`src/rtl/dcf_pkg.sv`:
```
package dcf_pkg;
  typedef enum logic [1:0] {
    BO_OFF  = 2'd0,
    BO_DIFS = 2'd1,
    BO_SLOT = 2'd2
  } bo_state_t;
endpackage

```
`src/rtl/dcf_us_tick.sv`:
```
module dcf_us_tick #(
  parameter int CYC_W = 8
) (
  input  logic             clk,
  input  logic             rst_n,
  input  logic [CYC_W-1:0] cfg_cyc_per_us,
  output logic             us_tick
);
  logic [CYC_W-1:0] cnt;
  logic [CYC_W-1:0] lim;

  assign lim     = (cfg_cyc_per_us == '0) ? '0 : cfg_cyc_per_us - 1'b1;
  assign us_tick = (cnt >= lim);

  always_ff @(posedge clk) begin
    if (!rst_n)       cnt <= '0;
    else if (us_tick) cnt <= '0;
    else              cnt <= cnt + 1'b1;
  end
endmodule

```
`src/rtl/dcf_nav.sv`:
```
module dcf_nav #(
  parameter int NAV_W = 16
) (
  input  logic             clk,
  input  logic             rst_n,
  input  logic             us_tick,
  input  logic             load,
  input  logic [NAV_W-1:0] dur,
  output logic             nav_busy
);
  logic [NAV_W-1:0] nav;

  assign nav_busy = (nav != '0);

  always_ff @(posedge clk) begin
    if (!rst_n)                    nav <= '0;
    else if (load && (dur > nav))  nav <= dur;
    else if (us_tick && nav_busy)  nav <= nav - 1'b1;
  end
endmodule

```
`src/rtl/dcf_backoff.sv`:
```
module dcf_backoff
  import dcf_pkg::*;
#(
  parameter int US_W   = 16,
  parameter int SLOT_W = 10
) (
  input  logic              clk,
  input  logic              rst_n,
  input  logic              us_tick,
  input  logic              medium_busy,
  input  logic              bo_start,
  input  logic [SLOT_W-1:0] bo_slots,
  input  logic [US_W-1:0]   cfg_difs_us,
  input  logic [US_W-1:0]   cfg_slot_us,
  output logic              tx_release
);
  bo_state_t         st;
  logic [US_W-1:0]   difs_cnt;
  logic [US_W-1:0]   slot_cnt;
  logic [SLOT_W-1:0] slots_left;

  always_ff @(posedge clk) begin
    if (!rst_n) begin
      st         <= BO_OFF;
      difs_cnt   <= '0;
      slot_cnt   <= '0;
      slots_left <= '0;
      tx_release <= 1'b0;
    end else begin
      tx_release <= 1'b0;
      if (bo_start) begin
        st         <= BO_DIFS;
        difs_cnt   <= cfg_difs_us;
        slots_left <= bo_slots;
      end else begin
        case (st)
          BO_DIFS: begin
            if (medium_busy) begin
              difs_cnt <= cfg_difs_us;
            end else if (us_tick) begin
              if (difs_cnt > 1) begin
                difs_cnt <= difs_cnt - 1'b1;
              end else if (slots_left == '0) begin
                tx_release <= 1'b1;
                st         <= BO_OFF;
              end else begin
                st       <= BO_SLOT;
                slot_cnt <= cfg_slot_us;
              end
            end
          end
          BO_SLOT: begin
            if (medium_busy) begin
              st       <= BO_DIFS;
              difs_cnt <= cfg_difs_us;
            end else if (us_tick) begin
              if (slot_cnt > 1) begin
                slot_cnt <= slot_cnt - 1'b1;
              end else if (slots_left <= 1) begin
                slots_left <= '0;
                tx_release <= 1'b1;
                st         <= BO_OFF;
              end else begin
                slots_left <= slots_left - 1'b1;
                slot_cnt   <= cfg_slot_us;
              end
            end
          end
          default: st <= BO_OFF;
        endcase
      end
    end
  end
endmodule

```
`src/rtl/dcf_resp.sv`:
```
module dcf_resp #(
  parameter int US_W = 16
) (
  input  logic            clk,
  input  logic            rst_n,
  input  logic            us_tick,
  input  logic            rx_good,
  input  logic            resp_en,
  input  logic            resp_ready,
  input  logic            ucast_done,
  input  logic [US_W-1:0] cfg_sifs_us,
  input  logic [US_W-1:0] cfg_timeout_us,
  output logic            tx_resp_start,
  output logic            resp_missed,
  output logic            timeout_evt,
  output logic            resp_rcvd
);
  logic            sifs_act;
  logic [US_W-1:0] sifs_cnt;
  logic            to_act;
  logic [US_W-1:0] to_cnt;

  // reply scheduling one SIFS after a good reception
  always_ff @(posedge clk) begin
    if (!rst_n) begin
      sifs_act      <= 1'b0;
      sifs_cnt      <= '0;
      tx_resp_start <= 1'b0;
      resp_missed   <= 1'b0;
    end else begin
      tx_resp_start <= 1'b0;
      resp_missed   <= 1'b0;
      if (rx_good && resp_en) begin
        sifs_act <= 1'b1;
        sifs_cnt <= cfg_sifs_us;
      end else if (sifs_act && us_tick) begin
        if (sifs_cnt > 1) begin
          sifs_cnt <= sifs_cnt - 1'b1;
        end else begin
          sifs_act <= 1'b0;
          if (resp_ready) tx_resp_start <= 1'b1;
          else            resp_missed   <= 1'b1;
        end
      end
    end
  end

  // response timeout after a unicast transmission
  always_ff @(posedge clk) begin
    if (!rst_n) begin
      to_act      <= 1'b0;
      to_cnt      <= '0;
      timeout_evt <= 1'b0;
      resp_rcvd   <= 1'b0;
    end else begin
      timeout_evt <= 1'b0;
      resp_rcvd   <= 1'b0;
      if (rx_good && to_act) begin
        to_act    <= 1'b0;
        resp_rcvd <= 1'b1;
      end else if (ucast_done) begin
        to_act <= 1'b1;
        to_cnt <= cfg_timeout_us;
      end else if (to_act && us_tick) begin
        if (to_cnt > 1) begin
          to_cnt <= to_cnt - 1'b1;
        end else begin
          to_act      <= 1'b0;
          timeout_evt <= 1'b1;
        end
      end
    end
  end
endmodule

```
`src/rtl/dcf_mac_timing.sv`:
```
module dcf_mac_timing #(
  parameter int CYC_W  = 8,
  parameter int US_W   = 16,
  parameter int SLOT_W = 10
) (
  input  logic              clk,
  input  logic              rst_n,
  input  logic [CYC_W-1:0]  cfg_cyc_per_us,
  input  logic [US_W-1:0]   cfg_sifs_us,
  input  logic [US_W-1:0]   cfg_difs_us,
  input  logic [US_W-1:0]   cfg_slot_us,
  input  logic [US_W-1:0]   cfg_timeout_us,
  input  logic              phy_cs,
  input  logic              rx_end,
  input  logic              rx_fcs_ok,
  input  logic [US_W-1:0]   rx_dur,
  input  logic              tx_done,
  input  logic              tx_unicast,
  input  logic              resp_en,
  input  logic              resp_ready,
  input  logic              bo_start,
  input  logic [SLOT_W-1:0] bo_slots,
  output logic              medium_busy,
  output logic              tx_resp_start,
  output logic              tx_release,
  output logic              resp_missed,
  output logic              timeout_evt,
  output logic              resp_rcvd
);
  logic us_tick;
  logic nav_busy;
  logic rx_good;
  logic ucast_done;

  assign rx_good     = rx_end & rx_fcs_ok;
  assign ucast_done  = tx_done & tx_unicast;
  assign medium_busy = phy_cs | nav_busy;

  dcf_us_tick #(.CYC_W(CYC_W)) u_tick (
    .clk(clk), .rst_n(rst_n), .cfg_cyc_per_us(cfg_cyc_per_us), .us_tick(us_tick)
  );

  dcf_nav #(.NAV_W(US_W)) u_nav (
    .clk(clk), .rst_n(rst_n), .us_tick(us_tick), .load(rx_good),
    .dur(rx_dur), .nav_busy(nav_busy)
  );

  dcf_backoff #(.US_W(US_W), .SLOT_W(SLOT_W)) u_bo (
    .clk(clk), .rst_n(rst_n), .us_tick(us_tick), .medium_busy(medium_busy),
    .bo_start(bo_start), .bo_slots(bo_slots), .cfg_difs_us(cfg_difs_us),
    .cfg_slot_us(cfg_slot_us), .tx_release(tx_release)
  );

  dcf_resp #(.US_W(US_W)) u_resp (
    .clk(clk), .rst_n(rst_n), .us_tick(us_tick), .rx_good(rx_good),
    .resp_en(resp_en), .resp_ready(resp_ready), .ucast_done(ucast_done),
    .cfg_sifs_us(cfg_sifs_us), .cfg_timeout_us(cfg_timeout_us),
    .tx_resp_start(tx_resp_start), .resp_missed(resp_missed),
    .timeout_evt(timeout_evt), .resp_rcvd(resp_rcvd)
  );
endmodule

```
`config.mk`:
```
export PLATFORM = sky130hd
export DESIGN_NAME = dcf_mac_timing
export DESIGN_NICKNAME = d
export VERILOG_FILES = /design/src/rtl/dcf_pkg.sv /design/src/rtl/dcf_us_tick.sv /design/src/rtl/dcf_nav.sv /design/src/rtl/dcf_backoff.sv /design/src/rtl/dcf_resp.sv /design/src/rtl/dcf_mac_timing.sv
export SDC_FILE = /design/constraint.sdc
export NUM_CORES = 1
export LEC_CHECK = 0
export ABC_AREA = 0
export BUFFER_PORTS_ARGS = -buffer_cell sky130_fd_sc_hd__buf_4
export CELL_PAD_IN_SITES_DETAIL_PLACEMENT = 0
export CELL_PAD_IN_SITES_GLOBAL_PLACEMENT = 1
export CORE_MARGIN = 2
export CORE_UTILIZATION = 42
export CTS_CLUSTER_DIAMETER = 80
export DETAILED_ROUTE_END_ITERATION = 16
export PLACE_DENSITY = 0.9
export SYNTH_ARGS = -nofsm -noshare
export SYNTH_HDL_FRONTEND = slang
export SYNTH_SLANG_ARGS = --single-unit
```
`constraint.sdc`:
```
create_clock -name clk -period 3.96 [get_ports clk]
set_clock_uncertainty 0.2 [all_clocks]
set_input_delay 0.198 -clock clk [delete_from_list [all_inputs] [get_ports clk]]
set_output_delay 0.198 -clock clk [all_outputs]
set_load 0.01 [all_outputs]
```
==> qor.txt, run 1 <==
status: completed
Min-Delay Path Class: primary input to register
Max rail drop VDD: 0.0002548 V
Crit. End Element: register
Leakage: 3.506 nW
fillers: 1537
H-tree levels: 3
FMAX: 0.2786 GHz
register bit total from synthesis: 107
peak per-stage delay on the critical path: 460 ps
Overall Global Routing Usage: 0.2126
setup ws final: 370.5 ps
die area: 17460 sq um
relative slew slack: 0.2443
CP required: 4040 ps
Congestion Overflow GR: 0
clock network power share: 0.311
RSZ-0062 raised after global routing: no
final hold vios: 0
CTS buffer count: 9
initial antenna violation count: 0
CTS tree: built
Die Width: 132.1 um
CTS Sinks: 107
mapped cell area: 6897 sq um
Wirelength per Cell: 14.16 um
internal power: 2.118 mW
Netlist cell types: 69
Routed Antenna Nets: 0
Initial Util: 0.4326
clock slew at reported path FFs: 70 ps
Tmin final: 3590 ps
sw frac: 0.3119
EDFF count, synth: 0
Port Buf Inserts: 113
post-route cell area: 8862 sq um
IO Count: 114
met3 layer usage reported by global route: 0.04114
Worst Setup Start Kind: primary input
crit path cell chain: buf_4, inv_1, ha_1, nor2b_1, nand3b_1, or3_1, nand2_1, ha_1, nor2_1, or3_1, o221ai_1, buf_4, nand4_2, or3_1, or3b_1, a31oi_1
TritonRoute pass-1 iters: 4
clock tree buffer depth: 2
area post-placement: 7988 sq um
Root Buffer: clkbuf_16
final slew viol count: 0
ANT cells: 0
synthesized area per cell: 7.562 sq um
slowest CP cell: or3_1
crit path kind: primary input to register
share of post-route cells with drive strength above 1: 0.1609
die height: 132.1 um
NetSw: 0.9603 mW
setup TNS: 0 ps
Remaining DRCs: 0
Mapped Cells: 912
hold slack: 8.337 ps
DP Wirelength: 12660 um
Setup Fix Bufs, Post-CTS: 0
vias in the first global route: 6749
Pwr Density: 347.4 nW/um^2
worst skew pair latency: 350 ps
largest net degree at the start of global routing: 54
syn_nets: 1059
met2 Use GR: 0.3533
first-pass GRT wire length: 31420 um
setup slack, reg-to-reg: 800 ps
Core Area: 15940 sq um
global route hottest layer: met2
Slew @ Worst Pin: 1130 ps
met1 Usage GRT: 0.2791
row cnt: 46
area grow syn2layout: 28.50%
cell mode on critical path: or3_1
DR vias: 7001
gpl congestion: 0.8522
combinational power share: 0.289
PostCTS Resize Cnt: 0
Post-CTS Hold Fix Bufs: 56
Syn. warnings: 0
Sequential Power Share: 0.400
CP arrival: 3670 ps
Post-synth ARST share: 0
Placement Setup Slack: 40.60 ps
Max FO, Critical Path: 9
vias per inst: 5.448
Tcrit/Tclk final: 0.9064
final wirelength: 18200 um
most common flop cell mapped by yosys: dfxtp_1
final setup vio count: 0
Max-Cap Viols: 0
Seq/Total Area, Yosys: 0.3106
nets: 1212
Iter 0 DRT Violations: 307
[critical path: cells and delay by family]
family / cells / cell delay (ps)
buffers and inverters: 3 / 420
AOI/OAI and AO/OA: 2 / 450
and+or+nand+nor: 9 / 2290
adders and majority gates: 2 / 310
[cell families after synthesis]
family,after synthesis,share of synthesized area
mux,3,0.004354
simple gates,375,0.2756
xor+xnor,42,0.05334
compound gates,260,0.2373
fa+ha+maj,39,0.07076
flops,107,0.3106
buf+inv,86,0.04808
[final cells by class]
type                            instances  area [sq um]  share of cell area
Sequential cell                       107          2142              0.2417
Inverter                               38         142.6             0.01609
Timing Repair Buffer                  190          1567              0.1768
Tap cell                              216         270.3             0.03050
Clock inverter                          1         30.03            0.003388
Clock buffer                           14         284.0             0.03205
Multi-Input combinational cell        719          4427              0.4995
[cell usage after synthesis (3+ instances only)]
library cell,n,share of area
clkbuf_1,41,0.022
a21oi_1,83,0.060
or2_2,5,0.0045
a311o_1,4,0.0058
a211o_1,10,0.013
and3_1,8,0.0073
or4_1,9,0.0098
nor2_1,101,0.055
o21ai_1,5,0.0036
o32ai_1,3,0.0038
a21o_1,9,0.0098
and2_1,15,0.014
o221a_2,4,0.0065
o211ai_1,11,0.012
nand2b_1,4,0.0036
nand3b_1,3,0.0033
a211oi_1,17,0.019
mux2i_1,3,0.0044
nor3_1,41,0.030
inv_1,38,0.021
a31oi_1,9,0.0082
or3_1,15,0.014
o31ai_1,7,0.0076
ha_1,39,0.071
and2_0,7,0.0063
o221ai_1,3,0.0038
nand3_1,22,0.016
or4_4,3,0.0049
nor3b_1,7,0.0076
xnor2_1,29,0.037
o21ai_0,65,0.047
nand2_1,83,0.045
nand4_1,9,0.0082
xor2_1,13,0.017
buf_2,7,0.0051
dfxtp_1,107,0.31
o21a_1,6,0.0065
nor2b_1,6,0.0054
nor4_1,25,0.023
[flip-flops by register name (all words and copies together) (netlist names)]
name,flops
u_resp.sifs_act,1
u_bo.slots_left,10
u_resp.to_act,1
u_resp.sifs_cnt,16
u_nav.nav,16
u_resp.timeout_evt,1
u_resp.tx_resp_start,1
u_resp.to_cnt,16
u_bo.tx_release,1
u_tick.cnt,8
u_bo.difs_cnt,16
u_bo.slot_cnt,16
u_resp.resp_rcvd,1
u_resp.resp_missed,1
u_bo.st,2
[power groups by stage]
stage / Clock (mW) / Combinational, mW / Sequential (mW)
detailed placement: 0 / 0.842 / 1.25
CTS: 0.984 / 0.891 / 1.23
global placement: 0 / 0.837 / 1.25
finish: 0.957 / 0.891 / 1.23
global route: 1.02 / 1.01 / 1.24
floorplan: 0 / 0.600 / 1.23
[cell usage in the layout, fill, tap and decap left out, types with 37 or more instances in the layout]
cell and instances:
o21ai_0 64, inv_1 37, nor2_1 101, ha_1 39, nand2_1 83, buf_4 134, a21oi_1 83, dfxtp_1 107
nor3_1 41, dlygate4sd3_1 56
[path summary, 6_finish.rpt]
| path | start | to | cells past startpoint |
|---|---|---|---|
| max | cfg_cyc_per_us[0] | u_bo.slots_left[2] | 16 |
| min reg2reg | u_bo.difs_cnt[1] | u_bo.difs_cnt[1] | 2 |
| max reg2reg | u_resp.to_cnt[8] | u_resp.to_cnt[0] | 8 |
| min | cfg_timeout_us[1] | u_resp.to_cnt[1] | 3 |
[routing by layer]
layer	wire [um]	share of wire
met1	8644	0.47
met2	8360	0.46
met3	869	0.048
met4	325	0.018
met5	0	0
[per-stage QoR]
step	power, mW	instances	utilization
floorplan	1.833	912	-
global placement	2.089	1214	0.5010
detailed placement	2.094	1214	0.5010
CTS	3.103	1285	0.5559
global route	3.272	1285	0.5559
finish	3.078	1285	0.5559
Power figures use the tool's default switching activity.
==> run 2: changes to the inputs <==
CORE_MARGIN = 3   (was 2)
==> run 2 against run 1 <==
Net effect:
- combinational power decreased by 0.4%
- design area decreased by 0.30%
- non-clock buffer count decreased by 3
- sequential cell count unchanged
- first-iteration DRC count decreased by 12%
- sequential share of layout area increased by 0.072 points
- clock power decreased by 4.8%
- die area increased by 3.0%
- critical endpoint is now u_bo.slots_left[9]
- sequential power about the same
==> qor.txt, run 2 (synthesized netlist as in run 1, its figures left out) <==
final setup vio count: 0 (unchanged)
combinational power share: 0.293 (was 0.289)
final wirelength: 18310 um (was 18200 um)
status: completed (unchanged)
most frequent cells in the layout: buf_4, dfxtp_1, nor2_1 (unchanged)
r2r startpoint: u_nav.nav[0] (was u_resp.to_cnt[8])
Port Buf Inserts: 113 (unchanged)
first-pass GRT wire length: 30480 um (was 31420 um)
IO Count: 114 (unchanged)
largest net degree at the start of global routing: 54 (unchanged)
RR Endpoint: u_bo.slot_cnt[0] (was u_resp.to_cnt[0])
crit path kind: primary input to register (unchanged)
vias per inst: 5.463 (was 5.448)
fillers: 1579 (was 1537)
Max rail drop VDD: 0.0002384 V (was 0.0002548 V)
FMAX: 0.2833 GHz (was 0.2786 GHz)
Max-Cap Viols: 0 (unchanged)
crit path from: cfg_cyc_per_us[0] (unchanged)
row cnt: 46 (unchanged)
internal power: 2.061 mW (was 2.118 mW)
initial antenna violation count: 0 (unchanged)
area grow syn2layout: 28.12% (was 28.50%)
Crit. End Element: register (unchanged)
final slew viol count: 0 (unchanged)
Sequential Power Share: 0.406 (was 0.400)
Tmin final: 3530 ps (was 3590 ps)
setup slack, reg-to-reg: 530 ps (was 800 ps)
Routed Antenna Nets: 0 (unchanged)
CTS buffer count: 9 (unchanged)
clock slew at reported path FFs: 70 ps (about the same)
ANT cells: 0 (unchanged)
Worst Setup Start Kind: primary input (unchanged)
Core Area: 16000 sq um (was 15940 sq um)
final hold vios: 0 (unchanged)
multi-input logic area: 4427 sq um (unchanged)
Initial Util: 0.4310 (was 0.4326)
H-tree levels: 3 (unchanged)
Congestion Overflow GR: 0 (unchanged)
nets: 1209 (was 1212)
Iter 0 DRT Violations: 270 (was 307)
setup ws final: 430.4 ps (was 370.5 ps)
relative slew slack: 0.2861 (was 0.2443)
Remaining DRCs: 0 (unchanged)
Pwr Density: 342.7 nW/um^2 (was 347.4 nW/um^2)
sw frac: 0.3193 (was 0.3119)
worst skew pair latency: 350 ps (about the same)
Wirelength per Cell: 14.28 um (was 14.16 um)
Slew @ Worst Pin: 1068 ps (was 1130 ps)
DP Wirelength: 12880 um (was 12660 um)
Min-Delay Path Class: primary input to register (unchanged)
R2R cell count: 10 (was 8)
PostCTS Resize Cnt: 0 (unchanged)
clock tree buffer depth: 2 (unchanged)
Die Width: 134.1 um (was 132.1 um)
gpl congestion: 0.8308 (was 0.8522)
CTS tree: built (unchanged)
Placement Setup Slack: 105.7 ps (was 40.60 ps)
CTS Sinks: 107 (unchanged)
Root Buffer: clkbuf_16 (unchanged)
CP required: 4060 ps (was 4040 ps)
Leakage: 3.490 nW (was 3.506 nW)
vias in the first global route: 6583 (was 6749)
die area: 17990 sq um (was 17460 sq um)
CP arrival: 3620 ps (was 3670 ps)
DR vias: 7003 (was 7001)
setup TNS: 0 ps (unchanged)
CP endpoint: u_bo.slots_left[9] (was u_bo.slots_left[2])
Sequential cell area: 2142 sq um (unchanged)
commonest non-fill, non-tap cell in the layout: buf_4 (unchanged)
die height: 134.1 um (was 132.1 um)
clock network power share: 0.301 (was 0.311)
Overall Global Routing Usage: 0.2022 (was 0.2126)
NetSw: 0.9670 mW (was 0.9603 mW)
TritonRoute pass-1 iters: 6 (was 4)
Max FO, Critical Path: 13 (was 9)
RSZ-0062 raised after global routing: no (unchanged)
share of post-route cells with drive strength above 1: 0.1576 (was 0.1609)
Tcrit/Tclk final: 0.8913 (was 0.9064)
-- run 2: cell types whose count changed in the layout (fill, tap and decap cells not counted) --
cell | previous run | this run
buf_12 | 0 | 1
buf_4 | 134 | 128
clkbuf_1 | 1 | 0
clkbuf_8 | 4 | 1
clkinv_2 | 0 | 3
clkinv_4 | 0 | 1
dlygate4sd3_1 | 56 | 58
-- run 2: worst min-delay path by stage --
stage                           start                 end  slack [ps]  depth (start not counted)
after global placement     resp_ready  u_resp.resp_missed         160                          2
after CTS                 bo_slots[9]  u_bo.slots_left[9]         0.6                          3
after global routing      bo_slots[9]  u_bo.slots_left[9]           9                          3
final                     bo_slots[9]  u_bo.slots_left[9]          20                          3
after floorplan            resp_ready  u_resp.resp_missed          70                          1
after detailed placement   resp_ready  u_resp.resp_missed         170                          2
-- run 2: power groups by stage --
| stage | clock network (mW) | registers (mW) | logic, mW |
|---|---|---|---|
| after floorplan | 0 | 1.23 | 0.600 |
| after global placement | 0 | 1.25 | 0.828 |
| after detailed placement | 0 | 1.25 | 0.835 |
| after CTS | 0.936 | 1.23 | 0.885 |
| after global routing | 0.967 | 1.24 | 0.997 |
| final | 0.911 | 1.23 | 0.887 |
-- run 2: layer usage --
metal | vias to the layer above | wire length, um | global-route usage
li1 | 3597 | - | -
met1 | 3257 | 8598 | 0.2661
met2 | 131 | 8743 | 0.3425
met3 | 18 | 747 | 0.04201
met4 | 0 | 223 | 0.04695
met5 | - | 0 | 0
-- run 2: layout make-up --
class | instances | area share
timing repair buffer | 187 | 0.1767
sequential | 107 | 0.2424
clock inverter | 5 | 0.006089
clock buffer | 10 | 0.02705
multi-input combinational | 719 | 0.5010
tap | 216 | 0.03059
inverter | 38 | 0.01614
-- run 2: repair_timing --
item,CTS,global route
hold endpoints to repair,59,0
buffers inserted,0,0
hold buffers,58,0
-- run 2: worst max-delay path, cell delays in order --
cell and delay [ps]:
buf_4 110, inv_1 70, ha_1 150, nor2b_1 200, nand3b_1 130, or3_1 410, nand2_1 100, ha_1 160
nor2_1 50, or3_1 380, o221ai_1 310, buf_4 240, nand4_2 110, buf_4 220, or4b_1 510, a21oi_1 160
o21a_1 120
-- run 2: stage by stage --
step                instances  total power, mW  hold WS, ps  cell area (sq um)  utilization
floorplan                 912            1.833        70.38               6897            -
global placement         1209            2.080        164.4               7963       0.4977
detailed placement       1209            2.087        166.9               7963       0.4977
CTS                      1282            3.050       0.6448               8836       0.5522
global route             1282            3.204        8.645               8836       0.5522
finish                   1282            3.028        18.70               8836       0.5522
